==> config.mk <==
export PLATFORM = sky130hd
export DESIGN_NAME = fac_cache
export DESIGN_NICKNAME = d
export VERILOG_FILES = /design/src/rtl/fac_pkg.sv /design/src/rtl/fac_tag_match.sv /design/src/rtl/fac_lru.sv /design/src/rtl/fac_sat_counter.sv /design/src/rtl/fac_cache.sv
export SDC_FILE = /design/constraint.sdc
export NUM_CORES = 1
export LEC_CHECK = 0
export BUFFER_PORTS_ARGS = -buffer_cell sky130_fd_sc_hd__buf_2
export CORE_ASPECT_RATIO = 1.2
export CORE_MARGIN = 3
export CORE_UTILIZATION = 49
export CTS_BUF_LIST = sky130_fd_sc_hd__clkbuf_2 sky130_fd_sc_hd__clkbuf_4 sky130_fd_sc_hd__clkbuf_8
export CTS_CLUSTER_SIZE = 24
export DETAILED_ROUTE_END_ITERATION = 16
export GPL_ROUTABILITY_DRIVEN = 1
export PLACE_DENSITY = 0.72
export REMOVE_ABC_BUFFERS = 1
export SKIP_CTS_REPAIR_TIMING = 1
export SYNTH_ARGS = -nofsm -noshare
export SYNTH_HDL_FRONTEND = slang
export SYNTH_SLANG_ARGS = --single-unit
==> constraint.sdc <==
create_clock -name clk -period 2.75 [get_ports clk]
set_clock_uncertainty 0.1 [all_clocks]
set_input_delay 0.275 -clock clk [delete_from_list [all_inputs] [get_ports clk]]
set_output_delay 0.275 -clock clk [all_outputs]
set_load 0.03 [all_outputs]
==> src/rtl/fac_pkg.sv <==
package fac_pkg;

  typedef enum logic [2:0] {
    ST_IDLE,
    ST_LOOKUP,
    ST_EVICT,
    ST_FILL_REQ,
    ST_FILL_WAIT,
    ST_MEM_WR,
    ST_RESP
  } fac_state_e;

endpackage

==> src/rtl/fac_tag_match.sv <==
module fac_tag_match #(
  parameter int SLOTS = 4,
  parameter int TAG_W = 4,
  localparam int SLOT_W = $clog2(SLOTS)
) (
  input  logic [SLOTS-1:0]            slot_valid,
  input  logic [SLOTS-1:0][TAG_W-1:0] slot_tag,
  input  logic [TAG_W-1:0]            probe_tag,
  output logic [SLOTS-1:0]            hit_vec,
  output logic                        hit,
  output logic [SLOT_W-1:0]           hit_idx,
  output logic                        have_free,
  output logic [SLOT_W-1:0]           free_idx
);

  // every slot compared in parallel
  for (genvar g = 0; g < SLOTS; g++) begin : g_cmp
    assign hit_vec[g] = slot_valid[g] && (slot_tag[g] == probe_tag);
  end

  assign hit       = |hit_vec;
  assign have_free = ~&slot_valid;

  always_comb begin
    hit_idx  = '0;
    free_idx = '0;
    for (int i = SLOTS - 1; i >= 0; i--) begin
      if (hit_vec[i])     hit_idx  = SLOT_W'(i);
      if (!slot_valid[i]) free_idx = SLOT_W'(i);
    end
  end

endmodule

==> src/rtl/fac_lru.sv <==
module fac_lru #(
  parameter int SLOTS = 4,
  localparam int SLOT_W = $clog2(SLOTS)
) (
  input  logic              clk,
  input  logic              rst_n,
  input  logic              touch_en,
  input  logic [SLOT_W-1:0] touch_idx,
  output logic [SLOT_W-1:0] victim_idx
);

  localparam logic [SLOT_W-1:0] OLDEST = SLOT_W'(SLOTS - 1);

  logic [SLOT_W-1:0] age_q [SLOTS];
  logic [SLOTS-1:0]  oldest_vec;

  always_ff @(posedge clk) begin
    if (!rst_n) begin
      for (int i = 0; i < SLOTS; i++) age_q[i] <= SLOT_W'(i);
    end else if (touch_en) begin
      for (int i = 0; i < SLOTS; i++) begin
        if (SLOT_W'(i) == touch_idx)            age_q[i] <= '0;
        else if (age_q[i] < age_q[touch_idx])   age_q[i] <= age_q[i] + 1'b1;
      end
    end
  end

  for (genvar g = 0; g < SLOTS; g++) begin : g_old
    assign oldest_vec[g] = (age_q[g] == OLDEST);
  end

  always_comb begin
    victim_idx = '0;
    for (int i = 0; i < SLOTS; i++)
      if (oldest_vec[i]) victim_idx = SLOT_W'(i);
  end

  AST_LRU_ONE_OLDEST: assert property (@(posedge clk) disable iff (!rst_n)
    $countones(oldest_vec) == 1);
  AST_LRU_TOUCH_NEWEST: assert property (@(posedge clk) disable iff (!rst_n)
    touch_en |=> age_q[$past(touch_idx)] == '0);

endmodule

==> src/rtl/fac_sat_counter.sv <==
module fac_sat_counter #(
  parameter int W = 8
) (
  input  logic         clk,
  input  logic         rst_n,
  input  logic         inc,
  output logic [W-1:0] count
);

  always_ff @(posedge clk) begin
    if (!rst_n)                count <= '0;
    else if (inc && ~&count)   count <= count + 1'b1;
  end

  AST_CNT_SATURATE: assert property (@(posedge clk) disable iff (!rst_n)
    (&count) |=> (&count));
  AST_CNT_STEP: assert property (@(posedge clk) disable iff (!rst_n)
    !inc |=> $stable(count));

endmodule

==> src/rtl/fac_cache.sv <==
module fac_cache
  import fac_pkg::*;
#(
  parameter int ADDR_W      = 6,
  parameter int OFF_W       = 2,
  parameter int SLOTS       = 4,
  parameter int CNT_W       = 8,
  parameter bit WRITE_BACK  = 1'b1,
  parameter bit WRITE_ALLOC = 1'b1,
  localparam int BLK_W      = 8 * (2 ** OFF_W),
  localparam int TAG_W      = ADDR_W - OFF_W,
  localparam int SLOT_W     = $clog2(SLOTS)
) (
  input  logic              clk,
  input  logic              rst_n,
  input  logic              cpu_req_valid,
  output logic              cpu_req_ready,
  input  logic              cpu_req_write,
  input  logic [ADDR_W-1:0] cpu_req_addr,
  input  logic [BLK_W-1:0]  cpu_req_wdata,
  output logic              cpu_rsp_valid,
  input  logic              cpu_rsp_ready,
  output logic [BLK_W-1:0]  cpu_rsp_rdata,
  output logic              mem_req_valid,
  input  logic              mem_req_ready,
  output logic              mem_req_write,
  output logic [ADDR_W-1:0] mem_req_addr,
  output logic [BLK_W-1:0]  mem_req_wdata,
  input  logic              mem_rsp_valid,
  input  logic [BLK_W-1:0]  mem_rsp_rdata,
  output logic [CNT_W-1:0]  hit_count,
  output logic [CNT_W-1:0]  miss_count
);

  fac_state_e st_q;

  logic [SLOTS-1:0]            valid_q;
  logic [SLOTS-1:0]            dirty_q;
  logic [SLOTS-1:0][TAG_W-1:0] tag_q;
  logic [SLOTS-1:0][BLK_W-1:0] data_q;

  logic              req_write_q;
  logic [TAG_W-1:0]  req_tag_q;
  logic [BLK_W-1:0]  req_wdata_q;
  logic [SLOT_W-1:0] sel_q;
  logic [BLK_W-1:0]  rsp_q;

  logic [SLOTS-1:0]  hit_vec;
  logic              hit;
  logic [SLOT_W-1:0] hit_idx;
  logic              have_free;
  logic [SLOT_W-1:0] free_idx;
  logic [SLOT_W-1:0] lru_victim;
  logic [SLOT_W-1:0] victim_idx;
  logic              touch_en;
  logic [SLOT_W-1:0] touch_idx;
  logic              hit_inc;
  logic              miss_inc;
  logic              unused_offset_bits;

  assign unused_offset_bits = ^cpu_req_addr[OFF_W-1:0];

  fac_tag_match #(.SLOTS(SLOTS), .TAG_W(TAG_W)) u_match (
    .slot_valid (valid_q),
    .slot_tag   (tag_q),
    .probe_tag  (req_tag_q),
    .hit_vec    (hit_vec),
    .hit        (hit),
    .hit_idx    (hit_idx),
    .have_free  (have_free),
    .free_idx   (free_idx)
  );

  assign touch_en  = (st_q == ST_LOOKUP && hit) || (st_q == ST_FILL_WAIT && mem_rsp_valid);
  assign touch_idx = (st_q == ST_LOOKUP) ? hit_idx : sel_q;

  fac_lru #(.SLOTS(SLOTS)) u_lru (
    .clk        (clk),
    .rst_n      (rst_n),
    .touch_en   (touch_en),
    .touch_idx  (touch_idx),
    .victim_idx (lru_victim)
  );

  assign victim_idx = have_free ? free_idx : lru_victim;
  assign hit_inc    = (st_q == ST_LOOKUP) && hit;
  assign miss_inc   = (st_q == ST_LOOKUP) && !hit;

  fac_sat_counter #(.W(CNT_W)) u_hits (
    .clk (clk), .rst_n (rst_n), .inc (hit_inc), .count (hit_count)
  );
  fac_sat_counter #(.W(CNT_W)) u_misses (
    .clk (clk), .rst_n (rst_n), .inc (miss_inc), .count (miss_count)
  );

  // processor side
  assign cpu_req_ready = (st_q == ST_IDLE);
  assign cpu_rsp_valid = (st_q == ST_RESP);
  assign cpu_rsp_rdata = rsp_q;

  // memory side, driven from held state so it is stable under back-pressure
  always_comb begin
    mem_req_valid = 1'b0;
    mem_req_write = 1'b0;
    mem_req_addr  = {req_tag_q, {OFF_W{1'b0}}};
    mem_req_wdata = req_wdata_q;
    unique case (st_q)
      ST_EVICT: begin
        mem_req_valid = 1'b1;
        mem_req_write = 1'b1;
        mem_req_addr  = {tag_q[sel_q], {OFF_W{1'b0}}};
        mem_req_wdata = data_q[sel_q];
      end
      ST_FILL_REQ: mem_req_valid = 1'b1;
      ST_MEM_WR: begin
        mem_req_valid = 1'b1;
        mem_req_write = 1'b1;
      end
      default: ;
    endcase
  end

  always_ff @(posedge clk) begin
    if (!rst_n) begin
      st_q        <= ST_IDLE;
      valid_q     <= '0;
      dirty_q     <= '0;
      tag_q       <= '0;
      data_q      <= '0;
      req_write_q <= 1'b0;
      req_tag_q   <= '0;
      req_wdata_q <= '0;
      sel_q       <= '0;
      rsp_q       <= '0;
    end else begin
      unique case (st_q)
        ST_IDLE: if (cpu_req_valid) begin
          req_write_q <= cpu_req_write;
          req_tag_q   <= cpu_req_addr[ADDR_W-1:OFF_W];
          req_wdata_q <= cpu_req_wdata;
          st_q        <= ST_LOOKUP;
        end
        ST_LOOKUP: begin
          if (hit) begin
            sel_q <= hit_idx;
            if (!req_write_q) begin
              rsp_q <= data_q[hit_idx];
              st_q  <= ST_RESP;
            end else begin
              data_q[hit_idx] <= req_wdata_q;
              rsp_q           <= req_wdata_q;
              if (WRITE_BACK) begin
                dirty_q[hit_idx] <= 1'b1;
                st_q             <= ST_RESP;
              end else begin
                st_q <= ST_MEM_WR;
              end
            end
          end else if (req_write_q && !WRITE_ALLOC) begin
            rsp_q <= req_wdata_q;
            st_q  <= ST_MEM_WR;
          end else begin
            sel_q <= victim_idx;
            st_q  <= (valid_q[victim_idx] && dirty_q[victim_idx]) ? ST_EVICT : ST_FILL_REQ;
          end
        end
        ST_EVICT:    if (mem_req_ready) st_q <= ST_FILL_REQ;
        ST_FILL_REQ: if (mem_req_ready) st_q <= ST_FILL_WAIT;
        ST_FILL_WAIT: if (mem_rsp_valid) begin
          valid_q[sel_q] <= 1'b1;
          tag_q[sel_q]   <= req_tag_q;
          if (!req_write_q) begin
            data_q[sel_q]  <= mem_rsp_rdata;
            dirty_q[sel_q] <= 1'b0;
            rsp_q          <= mem_rsp_rdata;
            st_q           <= ST_RESP;
          end else begin
            data_q[sel_q]  <= req_wdata_q;
            dirty_q[sel_q] <= WRITE_BACK;
            rsp_q          <= req_wdata_q;
            st_q           <= WRITE_BACK ? ST_RESP : ST_MEM_WR;
          end
        end
        ST_MEM_WR: if (mem_req_ready) st_q <= ST_RESP;
        ST_RESP:   if (cpu_rsp_ready) st_q <= ST_IDLE;
        default:   st_q <= ST_IDLE;
      endcase
    end
  end

  AST_TAG_UNIQUE: assert property (@(posedge clk) disable iff (!rst_n)
    $onehot0(hit_vec));
  AST_EVICT_ONLY_DIRTY: assert property (@(posedge clk) disable iff (!rst_n)
    (st_q == ST_EVICT) |-> (valid_q[sel_q] && dirty_q[sel_q]));
  AST_EVICT_THEN_FILL: assert property (@(posedge clk) disable iff (!rst_n)
    (mem_req_valid && mem_req_ready && mem_req_write && st_q == ST_EVICT)
      |=> (mem_req_valid && !mem_req_write));
  AST_MEM_HOLD: assert property (@(posedge clk) disable iff (!rst_n)
    (mem_req_valid && !mem_req_ready) |=>
      (mem_req_valid && $stable(mem_req_write) && $stable(mem_req_addr) && $stable(mem_req_wdata)));
  AST_RSP_HOLD: assert property (@(posedge clk) disable iff (!rst_n)
    (cpu_rsp_valid && !cpu_rsp_ready) |=> (cpu_rsp_valid && $stable(cpu_rsp_rdata)));
  AST_BUSY_NOT_READY: assert property (@(posedge clk) disable iff (!rst_n)
    (cpu_req_valid && cpu_req_ready) |=> !cpu_req_ready);

  if (!WRITE_BACK) begin : g_wt_chk
    AST_WT_NEVER_DIRTY: assert property (@(posedge clk) disable iff (!rst_n)
      dirty_q == '0);
  end

endmodule

; Yosys cells after proc, flatten, opt, wreduce, memory -nomap -nowiden
; Memory sizes are Yosys's and may differ from the RTL's.
; Index checks and enable logic that the tools add are counted.
; Widths: inputs -> output; s select.
[word_totals]
reg_bits = 242
ram_bits = 8
in_bits = 77
out_inout_bits = 90
elab_cells = 212
n_memories = 1
[op_classes]
n_addsub = 6
n_lt_le_gt_ge = 9
eq_ne = 24
mux = 111
bitwise = 13
reduce_logical = 30
[memory_table]
columns = memory, words, word_bits, rd, rd_clocked_by_memory_dff, write_ports, line_no
row1 = u_lru.age_q, 4, 2, 5, 0, 4, fac_lru.sv:14  ; logic [SLOT_W-1:0] age_q [SLOTS];
[op_table]
columns = operator, n
row1 = $mux 128, 4
row2 = $bwmux 128, 3
row3 = $mux 32, 9
row4 = $pmux 128 s2, 1
row5 = $bmux 32 s2, 2
row6 = $demux 32 s2, 2
row7 = $pmux 32 s2, 1
row8 = $mux 1, 45
row9 = $mux 2, 21
row10 = $mux 4, 6
row11 = $mux 3, 7
row12 = $pmux 3 s7, 1
row13 = $add 8x1->8 const B, 2
row14 = $bwmux 16, 1
row15 = $eq 4x4->1, 4
row16 = $reduce_and 8->1, 2
row17 = $ne 2x2->1 const B, 7
row18 = $logic_and 1x1->1, 12
row19 = $or 4x4->4, 3
row20 = $eq 3x3->1 const B, 3
row21 = $lt 2x3->1 const B, 3
row22 = $add 2x1->2 const B, 4
row23 = $bmux 4 s2, 1
row24 = $demux 4 s2, 1
row25 = other kinds (27), 48

; Longest topological paths before layout
; An unclocked memory read counts as a cell.
[logic_depth]
word_depth = 15
ltp_mapped = 12
mapped_depth_nobuf = 9

; Hierarchy
; A second synthesis with hierarchy kept.
[unflattened]
hier_cells = 1617
hier_area_um2 = 15102.0
[by_module_without_submodules]
columns = mod, n_inst, cells_per_inst, area_each_um2, seq_area_each_um2
row1 = fac_cache, 1, 1417, 13216.4, 4524.3
row2 = fac_sat_counter, 2, 43, 412.9, 160.2
row3 = fac_lru, 1, 74, 760.7, 240.2
row4 = fac_tag_match, 1, 40, 299.0, 0.0

; Least setup slack after synthesis
; No wires, ideal clock.
[synth_path]
kind = reg-to-reg
start = reg req_tag_q[1]
end = mem u_lru.age_q[1][0] in the netlist's numbering (enable)
setup_ns = 0.313
t_arrival_ns = 2.396
required_ns = 2.337
path_slack_ns = -0.059
stages_incl_launch_ff = 10
n_path_buf = 1
cell_sequence = dfxtp_1 buf_6 xor2_2 nor3_4 and3_4 o2111ai_2 a211o_1 o32a_1 maj3_2 o21ai_1
[synth_rtl]
columns = item, line_no
row1 = "start, declared", fac_cache.sv:43  ; logic [TAG_W-1:0] req_tag_q;
row2 = "start signal, assigned", fac_cache.sv:139  ; req_tag_q <= cpu_req_addr[ADDR_W-1:OFF_W];
row3 = "end, declared", fac_lru.sv:14

; Worst setup path after layout
[layout_path]
start = reg req_tag_q[1]
end = reg data_q[81] in the netlist's numbering
[layout_between]
elab_chain_cells = 14
elab_cells_between_ends = 24
cone_classes = 2 x order compare / 5 x eq/ne / 10 x mux / 7 x reduce/logical
[layout_lines]
columns = item, line_no
row1 = $eq 4x4->1, fac_tag_match.sv:18  ; assign hit_vec[g] = slot_valid[g] && (slot_tag[g] == probe_tag);
row2 = $logic_and 1x1->1, fac_tag_match.sv:18
row3 = $mux 2 (4 in a row), fac_tag_match.sv:28  ; if (hit_vec[i]) hit_idx = SLOT_W'(i);
row4 = $lt 2x3->1 (not written as such) / $ge 2x1->1 (equally long branches), fac_cache.sv:150  ; data_q[hit_idx] <= req_wdata_q;
row5 = $logic_and 1x1->1 (not written as such), fac_cache.sv:150
row6 = $mux 32 (not written as such), fac_cache.sv:150
row7 = $demux 32 s2, fac_cache.sv:150
row8 = $bwmux 128, fac_cache.sv:150
row9 = $mux 128, fac_cache.sv:146  ; if (!req_write_q) begin
row10 = $mux 128, fac_cache.sv:144  ; if (hit) begin
row11 = $pmux 128 s2, fac_cache.sv:136  ; unique case (st_q)
row12 = "end signal, assigned by index", fac_cache.sv:150
row13 = "end signal, assigned by index", fac_cache.sv:173  ; data_q[sel_q] <= mem_rsp_rdata;
row14 = "end signal, assigned by index", fac_cache.sv:178  ; data_q[sel_q] <= req_wdata_q;
row15 = "end, declared", fac_cache.sv:40  ; logic [SLOTS-1:0][BLK_W-1:0] data_q;
; Parallel ways exist; a longest one is shown, timed or not. The select of a mux whose other input is x is not followed.
; A chain may end at the register's enable or synchronous reset.

==> impl_metrics.env <==
export IMPL_synth_top_cells_by_area="sky130_fd_sc_hd__dfxtp_1, sky130_fd_sc_hd__a211oi_1, sky130_fd_sc_hd__a22oi_1, sky130_fd_sc_hd__nor2_1, sky130_fd_sc_hd__mux4_2"
export IMPL_synth_top_cell_area_share_pct=35.54
export IMPL_max_ir_drop_vdd_mv=0.9215
export IMPL_route_detailed_vias_per_inst=6.553
export IMPL_final_hold_viol_count=0
export IMPL_maximum_number_of_pins_on_one_net_before_global_route_repair=122
export IMPL_via_count_of_the_first_global_routing_pass=13030
export IMPL_detailedPlacementHpwl_um=28090
export IMPL_floorplan_die_height_um=188.7
export IMPL_synth_cell_types=72
export IMPL_detail_route_drc_violations=0
export IMPL_synth_main_ff_cell="sky130_fd_sc_hd__dfxtp_1"
export IMPL_area_growth_pct=33.20
export IMPL_nets=1920
export IMPL_leakagePower_nw=6.661
export IMPL_die_width_um=158.3
export IMPL_worst_path_max_fanout=10
export IMPL_antenna_cells_inserted=0
export IMPL_grt_usage_pct=28.48
export IMPL_globalplace_congestion=0.9010
export IMPL_post_drt_wl_per_cell_um=22.63
export IMPL_timing_hold_ws_ns=0.04677
export IMPL_clock_network_latency_to_the_later_pin_of_the_worst_skew_pair_ns=0.57
export IMPL_vias=14450
export IMPL_finalCriticalPeriod_ns=2.960
export IMPL_total_routed_length_um=49900
export IMPL_drt_initial_drc_count=1766
export IMPL_worst_setup_path_type="flip-flop to flip-flop"
export IMPL_start_kind="flip-flop"
export IMPL_buffer_type_at_the_clock_tree_root="sky130_fd_sc_hd__clkbuf_8"
export IMPL_finalPower_mw=12.21
export IMPL_layout_drive_gt1_share_pct=32.87
export IMPL_drtPass1Iterations=8
export IMPL_endpoint_kind="flip-flop"
export IMPL_die_area_um2=29870
export IMPL_timing_critical_path_required_ns=3.13
export IMPL_violations="negative setup slack"
export IMPL_power_density_cell_area_nw_per_um2=672.4
export IMPL_final_setup_worst_slack_ns=-0.2101
export IMPL_h_tree_depth=2
export IMPL_fin_cells=2205
export IMPL_report_final_setup_viol=144
export IMPL_wire_length_of_the_first_global_routing_pass_um=69160
export IMPL_syn_area_per_cell_um2=8.678
export IMPL_cts_sinks=250
export IMPL_detailed_place_area_um2=15440
export IMPL_antenna_violations_before_repair=0
export IMPL_crit_arrival_ns=3.34
export IMPL_synth_seq_area_share_pct=37.30
export IMPL_cts_inserted_buffers=43
export IMPL_rsz0062_at_grt="true"
export IMPL_ant_nets=0
export IMPL_fillerInstances=2102
export IMPL_placed_cells_incl_taps=2032
export IMPL_asyncSetResetFlopFracSynth_pct=0
export IMPL_tightestPinTransition_ns=0.7589
export IMPL_timing_final_crit_share_pct=107.6
export IMPL_syn_area_um2=13630
export IMPL_cts_tree="built"
export IMPL_synth_seq_cells=250
export IMPL_place_port_buffers=162
export IMPL_final_cell_area_um2=18160
export IMPL_area_sequential_um2=5099
export IMPL_slew_headroom_pct=49.22
export IMPL_synth_edff_count=8
export IMPL_floorplan_io_pins=167
export IMPL_global_route_congestion_overflow_total=0
export IMPL_floorplan_rows=66
export IMPL_run_status="complete, but fails checks"
export IMPL_area_of_the_multi_input_gates_um2=8446
export IMPL_core_area_um2=27250
export IMPL_path_clk_slew_ns=0.06
export IMPL_initial_core_util_pct=50.03
export IMPL_netlist_instances=1571
export IMPL_cap_viol_max_count=0
export IMPL_max_clock_freq_mhz=337.8
export IMPL_hp_class="primary input to flip-flop"
export IMPL_pre_cts_slack_ns=-0.2499
export IMPL_finalMaxSlewViolations=0
export IMPL_clock_tree_buffer_depth=3
export IMPL_synth_warning_count=0
export IMPL_synth_top_cell_by_area="sky130_fd_sc_hd__dfxtp_1"
==> cell families after synthesis <==
family                     share of synthesized area, %
and+or+nand+nor                                   17.36
AOI/OAI and AO/OA                                 26.36
DFF                                               37.30
buffers and inverters                             5.553
muxes                                             10.68
xor gates and xnor gates                          2.093
adders and majority gates                        0.6241
other                                           0.02751
==> power breakdown <==
group          switching (mW)  internal [mW]
Combinational            2.69           1.84
Sequential              0.360           3.86
Clock                    1.56           1.91
Total                    4.61           7.60
==> final cells by class <==
type                    instances  area share (%)
clock buffers                  66           4.555
clock inverters                 6          0.1998
inverters                      13          0.2963
multi-input cells            1158           46.51
flip-flops and latches        250           28.08
well taps                     340           2.343
repair buffers                372           18.02
==> flip-flops by register name (all words and copies together) (netlist names), named ones only <==
signal / cells
cpu_rsp_rdata: 32
valid_q: 4
sel_q: 2
req_tag_q: 4
req_wdata_q: 32
tag_q: 16
u_hits.count: 8
data_q: 128
req_write_q: 1
u_misses.count: 8
st_q: 3
u_lru.age_q: 8
==> synthesized netlist by cell type (7+ instances only) <==
cell type	count
sky130_fd_sc_hd__a221oi_1	33
sky130_fd_sc_hd__nor3_1	10
sky130_fd_sc_hd__o21ai_0	16
sky130_fd_sc_hd__a221o_1	32
sky130_fd_sc_hd__nor2b_1	36
sky130_fd_sc_hd__nand2_1	141
sky130_fd_sc_hd__a211oi_1	130
sky130_fd_sc_hd__buf_4	8
sky130_fd_sc_hd__buf_6	7
sky130_fd_sc_hd__clkbuf_1	101
sky130_fd_sc_hd__mux2_2	36
sky130_fd_sc_hd__or3_1	33
sky130_fd_sc_hd__mux4_2	40
sky130_fd_sc_hd__mux2i_1	15
sky130_fd_sc_hd__buf_2	25
sky130_fd_sc_hd__inv_1	12
sky130_fd_sc_hd__buf_1	10
sky130_fd_sc_hd__dfxtp_1	242
sky130_fd_sc_hd__nand3_1	7
sky130_fd_sc_hd__xor2_1	21
sky130_fd_sc_hd__a21oi_1	126
sky130_fd_sc_hd__nor2_1	252
sky130_fd_sc_hd__and3_1	8
sky130_fd_sc_hd__nand4_1	10
sky130_fd_sc_hd__edfxtp_1	8
sky130_fd_sc_hd__a22oi_1	129
==> worst max-delay path, cell delays in order (launching register included) <==
cell and delay, ns:
sky130_fd_sc_hd__dfxtp_2 0.33, sky130_fd_sc_hd__buf_6 0.12, sky130_fd_sc_hd__xor2_2 0.18, sky130_fd_sc_hd__nor3_4 0.24
sky130_fd_sc_hd__nand3_4 0.12, sky130_fd_sc_hd__buf_4 0.15, sky130_fd_sc_hd__buf_6 0.13, sky130_fd_sc_hd__nor3_4 0.29
sky130_fd_sc_hd__buf_12 0.17, sky130_fd_sc_hd__a21oi_2 0.07, sky130_fd_sc_hd__nor3_4 0.32, sky130_fd_sc_hd__buf_6 0.20
sky130_fd_sc_hd__buf_12 0.15, sky130_fd_sc_hd__nor2_1 0.06, sky130_fd_sc_hd__a211oi_1 0.26
==> per-layer routing <==
layer	wire, µm	up-vias	global-route usage (%)
met5	0	-	0
met3	5051	234	4.296
met4	2361	0	10.76
met1	18660	6886	37.47
li1	-	6386	-
met2	23830	944	47.10
==> stage by stage <==
| stage | utilization, % | TNS, ns |
|---|---|---|
| floorplan | - | -675.30 |
| global placement | 56.67 | -6.689 |
| detailed placement | 56.67 | -14.58 |
| CTS | 59.84 | -16.37 |
| global route | 66.63 | -26.80 |
| finish | 66.63 | -10.22 |
==> placed cells by master, fill, tap and decap left out, types with 27 or more instances in the layout <==
cell type,synthesis,routed
sky130_fd_sc_hd__clkbuf_8,2,53
sky130_fd_sc_hd__a22oi_1,129,126
sky130_fd_sc_hd__buf_2,25,162
sky130_fd_sc_hd__buf_6,7,27
sky130_fd_sc_hd__nor2b_1,36,36
sky130_fd_sc_hd__a21oi_1,126,117
sky130_fd_sc_hd__buf_12,0,33
sky130_fd_sc_hd__a211oi_1,130,109
sky130_fd_sc_hd__nand2_1,141,138
sky130_fd_sc_hd__mux2_2,36,36
sky130_fd_sc_hd__nor2_1,252,242
sky130_fd_sc_hd__dlygate4sd3_1,0,37
sky130_fd_sc_hd__or3_1,33,31
sky130_fd_sc_hd__a221o_1,32,32
sky130_fd_sc_hd__dfxtp_1,242,235
sky130_fd_sc_hd__mux4_2,40,40
sky130_fd_sc_hd__buf_4,8,95
==> path summary, 6_finish.rpt <==
path	from	endpoint	slack, ns	cells after the start
worst max-delay path	req_tag_q[1]	data_q[81]	-0.21	14
worst min-delay path	rst_n	st_q[2]	0.05	2
worst max register to register	req_tag_q[1]	data_q[81]	-0.21	14
worst min register to register	cpu_rsp_rdata[25]	cpu_rsp_rdata[25]	0.35	2
Power figures use the tool's default switching activity.
